### config.mk
export PLATFORM = sky130hd
export DESIGN_NAME = dlcal_tuner
export DESIGN_NICKNAME = d
export VERILOG_FILES = /design/src/rtl/dlcal_pkg.sv /design/src/rtl/dlcal_timer.sv /design/src/rtl/dlcal_lenchk.sv /design/src/rtl/dlcal_runtrack.sv /design/src/rtl/dlcal_tuner.sv
export SDC_FILE = /design/constraint.sdc
export NUM_CORES = 1
export LEC_CHECK = 0
export CORE_MARGIN = 8
export CORE_UTILIZATION = 37
export DETAILED_ROUTE_END_ITERATION = 10
export SKIP_CTS_REPAIR_TIMING = 1
export SLEW_MARGIN = 20
export SYNTH_ARGS = -nofsm -noshare
export SYNTH_HDL_FRONTEND = slang
export SYNTH_SLANG_ARGS = --single-unit
### constraint.sdc
create_clock -name clk -period 2.6 [get_ports clk]
set_input_delay 0.52 -clock clk [delete_from_list [all_inputs] [get_ports clk]]
set_output_delay 0.52 -clock clk [all_outputs]
set_load 0.02 [all_outputs]
### src/rtl/dlcal_pkg.sv
package dlcal_pkg;

  typedef enum logic [2:0] {
    ST_IDLE,
    ST_CAL_SET,
    ST_CAL_WAIT,
    ST_TUNE_SET,
    ST_TUNE_REQ,
    ST_TUNE_EVAL,
    ST_APPLY
  } tstate_e;

  typedef enum logic [1:0] {
    ERR_NONE   = 2'b00,
    ERR_CAL    = 2'b01,
    ERR_NOPASS = 2'b10
  } terr_e;

endpackage

### src/rtl/dlcal_timer.sv
module dlcal_timer #(
  parameter int CYC = 100000
) (
  input  logic clk,
  input  logic rst,
  input  logic load,
  output logic expired
);
  localparam int CW = $clog2(CYC + 1);

  logic [CW-1:0] cnt;

  always_ff @(posedge clk) begin
    if (rst) cnt <= '0;
    else if (load) cnt <= CW'(CYC);
    else if (cnt != '0) cnt <= cnt - CW'(1);
  end

  assign expired = (cnt == '0);
endmodule

### src/rtl/dlcal_lenchk.sv
module dlcal_lenchk #(
  parameter int NTAPS = 11,
  parameter int LEN_W = 12,
  parameter int PH_W  = 4
) (
  input  logic [LEN_W-1:0] len_vec,
  output logic             ok,
  output logic [PH_W-1:0]  top_idx
);
  localparam logic [LEN_W:0] LIMIT = (LEN_W+1)'(1) << NTAPS;

  logic [LEN_W-1:0] hit;

  // one-hot marker of the highest set bit
  genvar g;
  generate
    for (g = 0; g < LEN_W; g++) begin : g_top
      if (g == LEN_W - 1) begin : g_msb
        assign hit[g] = len_vec[g];
      end else begin : g_low
        assign hit[g] = len_vec[g] & ~(|len_vec[LEN_W-1:g+1]);
      end
    end
  endgenerate

  always_comb begin
    top_idx = '0;
    for (int i = 0; i < LEN_W; i++) begin
      if (hit[i]) top_idx = PH_W'(i);
    end
  end

  assign ok = (len_vec != '0) && ({1'b0, len_vec} < LIMIT);
endmodule

### src/rtl/dlcal_runtrack.sv
module dlcal_runtrack #(
  parameter int W = 4
) (
  input  logic         clk,
  input  logic         rst,
  input  logic         clear,
  input  logic         upd,
  input  logic         pass,
  input  logic [W-1:0] phase,
  output logic [W-1:0] best_len,
  output logic [W-1:0] centre
);
  logic [W-1:0] cur_len;
  logic [W-1:0] best_end;
  logic [W-1:0] cur_nx;

  assign cur_nx = cur_len + W'(1);

  always_ff @(posedge clk) begin
    if (rst || clear) begin
      cur_len  <= '0;
      best_len <= '0;
      best_end <= '0;
    end else if (upd) begin
      if (pass) begin
        cur_len <= cur_nx;
        // strict compare keeps the earliest run on ties
        if (cur_nx > best_len) begin
          best_len <= cur_nx;
          best_end <= phase;
        end
      end else begin
        cur_len <= '0;
      end
    end
  end

  assign centre = best_end - (best_len >> 1);
endmodule

### src/rtl/dlcal_tuner.sv
module dlcal_tuner
  import dlcal_pkg::*;
#(
  parameter int NTAPS       = 11,
  parameter int LEN_W       = 12,
  parameter int UNIT_W      = 7,
  parameter int TIMEOUT_CYC = 100000,
  parameter int CLKF_W      = 18,
  parameter int CLK_MIN_KHZ = 50000,
  parameter int MODE_W      = 3,
  parameter int FAST_MODE_A = 6,
  parameter int FAST_MODE_B = 7,
  parameter int PH_W        = $clog2(NTAPS + 2)
) (
  input  logic              clk,
  input  logic              rst,
  input  logic              start,
  input  logic [MODE_W-1:0] bus_mode,
  input  logic [CLKF_W-1:0] card_clk_khz,
  output logic [UNIT_W-1:0] unit_code,
  output logic [PH_W-1:0]   phase_sel,
  input  logic              len_valid,
  input  logic [LEN_W-1:0]  len_vec,
  output logic              chk_req,
  input  logic              chk_ack,
  input  logic              chk_pass,
  output logic              done,
  output logic              err,
  output logic [1:0]        err_code,
  output logic [PH_W-1:0]   chosen_phase
);
  localparam logic [UNIT_W-1:0] UNIT_MAX = {UNIT_W{1'b1}};
  localparam logic [PH_W-1:0]   CAL_PH   = PH_W'(NTAPS + 1);

  tstate_e          st;
  logic [PH_W-1:0]  ph;
  logic [PH_W-1:0]  ph_max;
  logic             qualify;
  logic             tmr_load;
  logic             tmr_exp;
  logic             len_ok;
  logic [PH_W-1:0]  len_top;
  logic             trk_clear;
  logic             trk_upd;
  logic [PH_W-1:0]  trk_best;
  logic [PH_W-1:0]  trk_centre;

  assign qualify = ((bus_mode == MODE_W'(FAST_MODE_A)) ||
                    (bus_mode == MODE_W'(FAST_MODE_B))) &&
                   (card_clk_khz > CLKF_W'(CLK_MIN_KHZ));

  assign tmr_load  = (st == ST_CAL_SET);
  assign trk_clear = (st == ST_CAL_SET);
  assign trk_upd   = (st == ST_TUNE_REQ) && chk_ack;

  dlcal_timer #(.CYC(TIMEOUT_CYC)) u_timer (
    .clk     (clk),
    .rst     (rst),
    .load    (tmr_load),
    .expired (tmr_exp)
  );

  dlcal_lenchk #(.NTAPS(NTAPS), .LEN_W(LEN_W), .PH_W(PH_W)) u_lenchk (
    .len_vec (len_vec),
    .ok      (len_ok),
    .top_idx (len_top)
  );

  dlcal_runtrack #(.W(PH_W)) u_track (
    .clk      (clk),
    .rst      (rst),
    .clear    (trk_clear),
    .upd      (trk_upd),
    .pass     (chk_pass),
    .phase    (ph),
    .best_len (trk_best),
    .centre   (trk_centre)
  );

  always_ff @(posedge clk) begin
    if (rst) begin
      st           <= ST_IDLE;
      unit_code    <= '0;
      phase_sel    <= '0;
      chk_req      <= 1'b0;
      done         <= 1'b0;
      err          <= 1'b0;
      err_code     <= ERR_NONE;
      chosen_phase <= '0;
      ph           <= '0;
      ph_max       <= '0;
    end else begin
      case (st)
        ST_IDLE: begin
          if (start) begin
            done     <= 1'b0;
            err      <= 1'b0;
            err_code <= ERR_NONE;
            if (qualify) begin
              unit_code <= '0;
              phase_sel <= CAL_PH;
              st        <= ST_CAL_SET;
            end else begin
              done         <= 1'b1;
              chosen_phase <= '0;
            end
          end
        end
        ST_CAL_SET: begin
          st <= ST_CAL_WAIT;
        end
        ST_CAL_WAIT: begin
          if (len_valid && len_ok) begin
            ph_max <= len_top;
            ph     <= '0;
            st     <= ST_TUNE_SET;
          end else if (len_valid || tmr_exp) begin
            if (unit_code == UNIT_MAX) begin
              err      <= 1'b1;
              err_code <= ERR_CAL;
              st       <= ST_IDLE;
            end else begin
              unit_code <= unit_code + UNIT_W'(1);
              st        <= ST_CAL_SET;
            end
          end
        end
        ST_TUNE_SET: begin
          phase_sel <= ph;
          chk_req   <= 1'b1;
          st        <= ST_TUNE_REQ;
        end
        ST_TUNE_REQ: begin
          if (chk_ack) begin
            chk_req <= 1'b0;
            if (ph == ph_max) begin
              st <= ST_TUNE_EVAL;
            end else begin
              ph <= ph + PH_W'(1);
              st <= ST_TUNE_SET;
            end
          end
        end
        ST_TUNE_EVAL: begin
          if (trk_best == '0) begin
            err      <= 1'b1;
            err_code <= ERR_NOPASS;
            st       <= ST_IDLE;
          end else begin
            phase_sel    <= trk_centre;
            chosen_phase <= trk_centre;
            st           <= ST_APPLY;
          end
        end
        ST_APPLY: begin
          done <= 1'b1;
          st   <= ST_IDLE;
        end
        default: st <= ST_IDLE;
      endcase
    end
  end
endmodule

# Yosys cells after proc, flatten, opt, wreduce, memory -nomap -nowiden
# Index checks and enable logic that the tools add are counted.
[totals]
regBits = 60
latchBits = 0
ramBits = 0
rom_bits = 0
input_bits = 39
out_inout_bits = 20
word_cells = 163
n_memories = 0
[op_classes]
addsub = 5
multipliers = 0
div = 0
n_lt_le_gt_ge = 3
n_eq_ne = 23
shift = 0
muxes = 57
bitwise = 20
reduce_logical = 40
[op_table]
columns = ["operator", "n"]
rows = [
  ["two-way mux 4 bit", 19],
  ["two-way mux 7 bit", 5],
  ["two-way mux 17 bit", 2],
  ["!= test 2 bit (second input constant)", 12],
  ["two-way mux 3 bit", 7],
  ["greater-than comparator 18 x 16 -> 1 bit (second input constant)", 1],
  ["one-hot mux 3 bit (6 select lines)", 1],
  ["logical NOT 17 bit", 1],
  ["nonzero test 17 bit", 1],
  ["subtractor 17 x 1 -> 17 bit (second input constant)", 1],
  ["one-hot mux 4 bit (2 select lines)", 2],
  ["AND reduction 4 bit", 4],
  ["equality test 3 bit (second input constant)", 5],
  ["one-hot mux 7 bit (2 select lines)", 1],
  ["< comparator 12 bit (second input constant)", 1],
  ["one-hot mux 4 bit (3 select lines)", 1],
  ["AND reduction 6 bit", 2],
  ["nonzero test 12 bit", 1],
  ["nonzero test 2 bit", 6],
  ["AND 1 bit", 10],
  ["two-way mux 1 bit", 10],
  ["two-way mux 2 bit", 5],
  ["inverter 1 bit", 10],
  ["OR reduction 10 bit", 1],
  ["27 further kinds", 39],
]

# Depth between registers and ports, before layout
[depth]
depth_word = 14
depth_mapped = 9
ltp_nobuf = 9

# Modules after synthesis
# From an unflattened synthesis, not the netlist that was laid out.
[hier_totals]
cells_unflattened = 411
area_unflattened_um2 = 3440.8
[modules_own_cells]
columns = ["mod", "n_inst", "cells_each", "area_each_um2", "seq_area_each_um2"]
rows = [
  ["dlcal_tuner", 1, 210, 1702.9, 620.6],
  ["dlcal_timer", 1, 100, 883.3, 340.3],
  ["dlcal_runtrack", 1, 82, 726.9, 240.2],
  ["dlcal_lenchk", 1, 19, 127.6, 0.0],
]

# Worst setup path before layout
# OpenSTA, ideal clock, no wires.
[synth_timing]
kind = "reg-to-reg"
start = "register u_timer.cnt[0]"
end = "register unit_code[4]"
setup_ns = 0.070
t_arrival_ns = 2.404
required_time_ns = 2.530
path_slack_ns = 0.126
path_stages_with_launch = 9
path_buffers = 0
synth_period_minus_slack_ns = 2.474
path_cell_list = "dfxtp_1 inv_1 ha_1 nor4b_1 nand4_2 nor3b_4 or4_4 or4_1 a21oi_1"
[synth_via]
elab_chain_len = 4
[synth_lines]
columns = ["element", "line_no", "source"]
rows = [
  ["start, declared", "dlcal_timer.sv:11", "logic [CW-1:0] cnt;"],
  ["start signal, assigned", "dlcal_timer.sv:15", "else if (load) cnt <= CW'(CYC);"],
  ["start signal, assigned", "dlcal_timer.sv:16", "else if (cnt != '0) cnt <= cnt - CW'(1);"],
  ["logical NOT 17 bit", "dlcal_timer.sv:19", "assign expired = (cnt == '0);"],
  ["logical OR 1 bit", "dlcal_tuner.sv:117", "end else if (len_valid || tmr_exp) begin"],
  ["!= test 2 bit (no line)", "-", ""],
  ["AND reduction 6 bit (no line)", "-", ""],
  ["end signal, assigned", "dlcal_tuner.sv:123", "unit_code <= unit_code + UNIT_W'(1);"],
  ["end, declared", "dlcal_tuner.sv:20", "output logic [UNIT_W-1:0] unit_code,"],
]
# Every way passes these cells.
# A chain may end at the register's enable or synchronous reset.

# Worst setup path after layout
[layout_timing]
start = "input port len_vec[9]"
end = "register unit_code[3]"
[layout_via]
elab_chain_len = 5
elab_cells_between_ends = 6
cone_classes = "1 x order compare; 1 x eq/ne; 4 x reduce/logical"
[layout_lines]
columns = ["element", "line_no", "source"]
rows = [
  ["start, declared", "dlcal_tuner.sv:23", "input logic [LEN_W-1:0] len_vec,"],
  ["< comparator 12 bit / nonzero test 12 bit (equally long branches)", "dlcal_lenchk.sv:33", "assign ok = (len_vec != '0) && ({1'b0, len_vec} < LIMIT);"],
  ["logical AND 1 bit (*)", "dlcal_lenchk.sv:33", ""],
  ["logical AND 1 bit (*)", "dlcal_tuner.sv:113", "if (len_valid && len_ok) begin"],
  ["!= test 2 bit (no line) (*)", "-", ""],
  ["AND reduction 6 bit (no line) (*)", "-", ""],
]
# Mark *: on every way between the ends. The rest lies on a longest branch, timed or not.

==> qor.yml <==
first_pass_iters: 5
drt-wirelength-per-cell_um: 13.6
cts_root_buf: "clkbuf_8"
fp-row-count: 34
mostFrequentLayoutCells: "dfxtp_1, nor2_1, clkdlybuf4s50_1"
worstPathArrival_ns: 2.76
portBuffers: 57
fp.dieArea_um2: 12000
yosys_warnings: 0
power_leakage_uw: 0.00163
via_per_inst: 5.10
max_stage_delay_ns: 0.49
worst-path-buf-inv: 1
slew_headroom_pct: 61.9
crit_path_max_fanout: 3
start_util_pct: 37.6
syn_avg_cell_area_um2: 8.44
r2r-start: "u_timer.cnt[0]"
finalPower_uw: 2860
yosys_most_used_dff: "dfxtp_1"
power_frac_seq_pct: 39.1
diodes: 0
final-hold-violation-count: 0
final_common_cell: "dfxtp_1"
outcome: "finished, final reports clean"
grt_max_degree: 21
die_w_um: 110
instances_no_fill: 582
dp_cells: 567
antenna_found_initial: 0
critPathCaptureType: "flop"
ys_ff_latch: 60
critPathSlowestCell: "or4_4"
synth_edf_count: 0
whs_ns: 0.462
cts_sinks: 60
critical_path.top_delay_family: "simple AND/OR/NAND/NOR gates"
stdcell_area_um2: 4340
period_minus_slack_ns: 2.48
dp_hpwl_mm: 6.07
insertion_delay_ns: 0.34
finalMaxSlewViolations: 0
drive_gt1_share_pct: 13.5
swShare_pct: 29.5
grt_usage_pct: 14.1
htreeDepth: 3
tightest_slew_ns: 0.566
final_nets: 521
min-delay-start: "phase_sel[2]"
grt_pass1_vias: 3005
drc_errors: 0
internal_power_uw: 2020
die_h_um: 110
fillCellCount: 844
cts_buffers: 9
vias: 2967
switchingPower_uw: 844
finalWirelength_mm: 7.94
ys_types: 57
path_cells: "clkdlybuf4s50_1 > nor4_4 > nand3_1 > o2111a_1 > or4_4 > or4_1 > a21oi_1"
core_um2: 8640
ys_async_sr_fraction_pct: 0
syn-num-nets: 436
setup_viol: 0
hold_class: "reg2reg"
drtIter0Drc: 101
power_frac_comb_pct: 27.6
syn-cell-area_um2: 3250
seq_area_frac_synth_pct: 37.0
gp_congestion: 0.798
tritoncts: "done"
placed_cell_area_um2: 4110
fin_crit_sh_pct: 95.5
grt_overflow: 0
r2r_slack_ns: 0.20
clk_path_buf_depth: 2
tns_ns: 0
ant_nets: 0
area_growth_pct: 33.7
fmaxAchievable_ghz: 0.403
critical_path_class: "in2reg"
maxCapViolations: 0
io_pins: 59
grt_pass1_wl_mm: 13.8
start_kind: "primary input"
synthCells: 385
ir_worst_vdd_uv: 245
clkPwrFrac_pct: 33.2
rsz0062_at_grt: "no"
required_ns: 2.87
clock-skew-final_ns: 0.0130
cts.clk_slew.worst_paths_ns: 0.07
power.density_nw_per_um2: 659
critPathLaunch: "len_vec[9]"
==> power by group through the flow <==
stage | logic [uW] | clock network, uW | registers, uW
after floorplan | 537 | 0 | 1130
after global placement | 768 | 0 | 1130
after detailed placement | 780 | 0 | 1140
after CTS | 789 | 977 | 1120
after global routing | 890 | 1010 | 1130
final | 791 | 951 | 1120
==> sequential cells by signal, summed over array words and instances, names as in the netlist <==
| name | count |
|---|---|
| chk_req | 1 |
| chosen_phase | 4 |
| done | 1 |
| err | 1 |
| err_code | 2 |
| ph | 4 |
| ph_max | 4 |
| phase_sel | 4 |
| st | 3 |
| u_timer.cnt | 17 |
| u_track.best_end | 4 |
| u_track.best_len | 4 |
| u_track.cur_len | 4 |
| unit_code | 7 |
==> layer usage <==
metal	track usage, %	wire (um)
met5	0	0
met2	22.7	3710
met4	3.95	77
met3	5.28	404
met1	17.1	3740
==> metrics by stage <==
stage	utilization, %	setup WS [ns]
2_1_floorplan	-	0.126
3_3_place_gp	47.6	-0.223
3_5_place_dp	47.6	-0.231
4_1_cts	50.1	0.0739
5_1_grt	50.3	0.0158
6_report	50.3	0.117
==> logic make-up (layout without fill, tap and decap cells) <==
kind of cell | after synthesis | count (layout) | share of synthesized area [%]
xor gates and xnor gates | 23 | 23 | 6.20
adders and majority gates | 12 | 12 | 4.85
muxes | 12 | 12 | 3.70
and+or+nand+nor | 165 | 165 | 27.7
buffers and inverters | 28 | 117 | 4.12
AOI/OAI and AO/OA | 85 | 85 | 16.4
DFF | 60 | 60 | 37.0
==> final cells by class <==
type	instances	area [um2]	share of cell area, %
flip-flops and latches	60	1200	27.7
clock buffers	11	151	3.49
multi-input cells	297	1930	44.4
clock inverters	4	72.6	1.67
well taps	108	135	3.11
inverters	14	52.6	1.21
repair buffers	88	803	18.5
==> worst paths after layout <==
kind | to | depth (start not counted)
worst max-delay path | unit_code[3] | 7
worst min-delay path | phase_sel[2] | 2
worst max register to register | unit_code[3] | 8
worst min register to register | phase_sel[2] | 2
==> Yosys cell counts (all sizes together), types with 9 or more instances <==
master	n	area share (%)
clkbuf	12	2.0
nor3	13	2.0
a211oi	9	2.1
nand2	27	3.1
o21ai	12	1.8
xnor2	9	2.4
a21oi	34	5.2
ha	11	4.2
nor2	59	6.8
dfxtp	60	37
mux2i	12	3.7
nand3	9	1.4
nand2b	9	1.7
inv	14	1.6
nor4	11	3.9
xor2	14	3.8
==> tightest hold or removal path: cells and delay by family, from the launching register on <==
family           cells  cell delay, ns
AND/OR/NAND/NOR      1            0.05
flip-flops           1            0.31
AO/OA/AOI/OAI        1            0.05
Power figures use the tool's default switching activity.
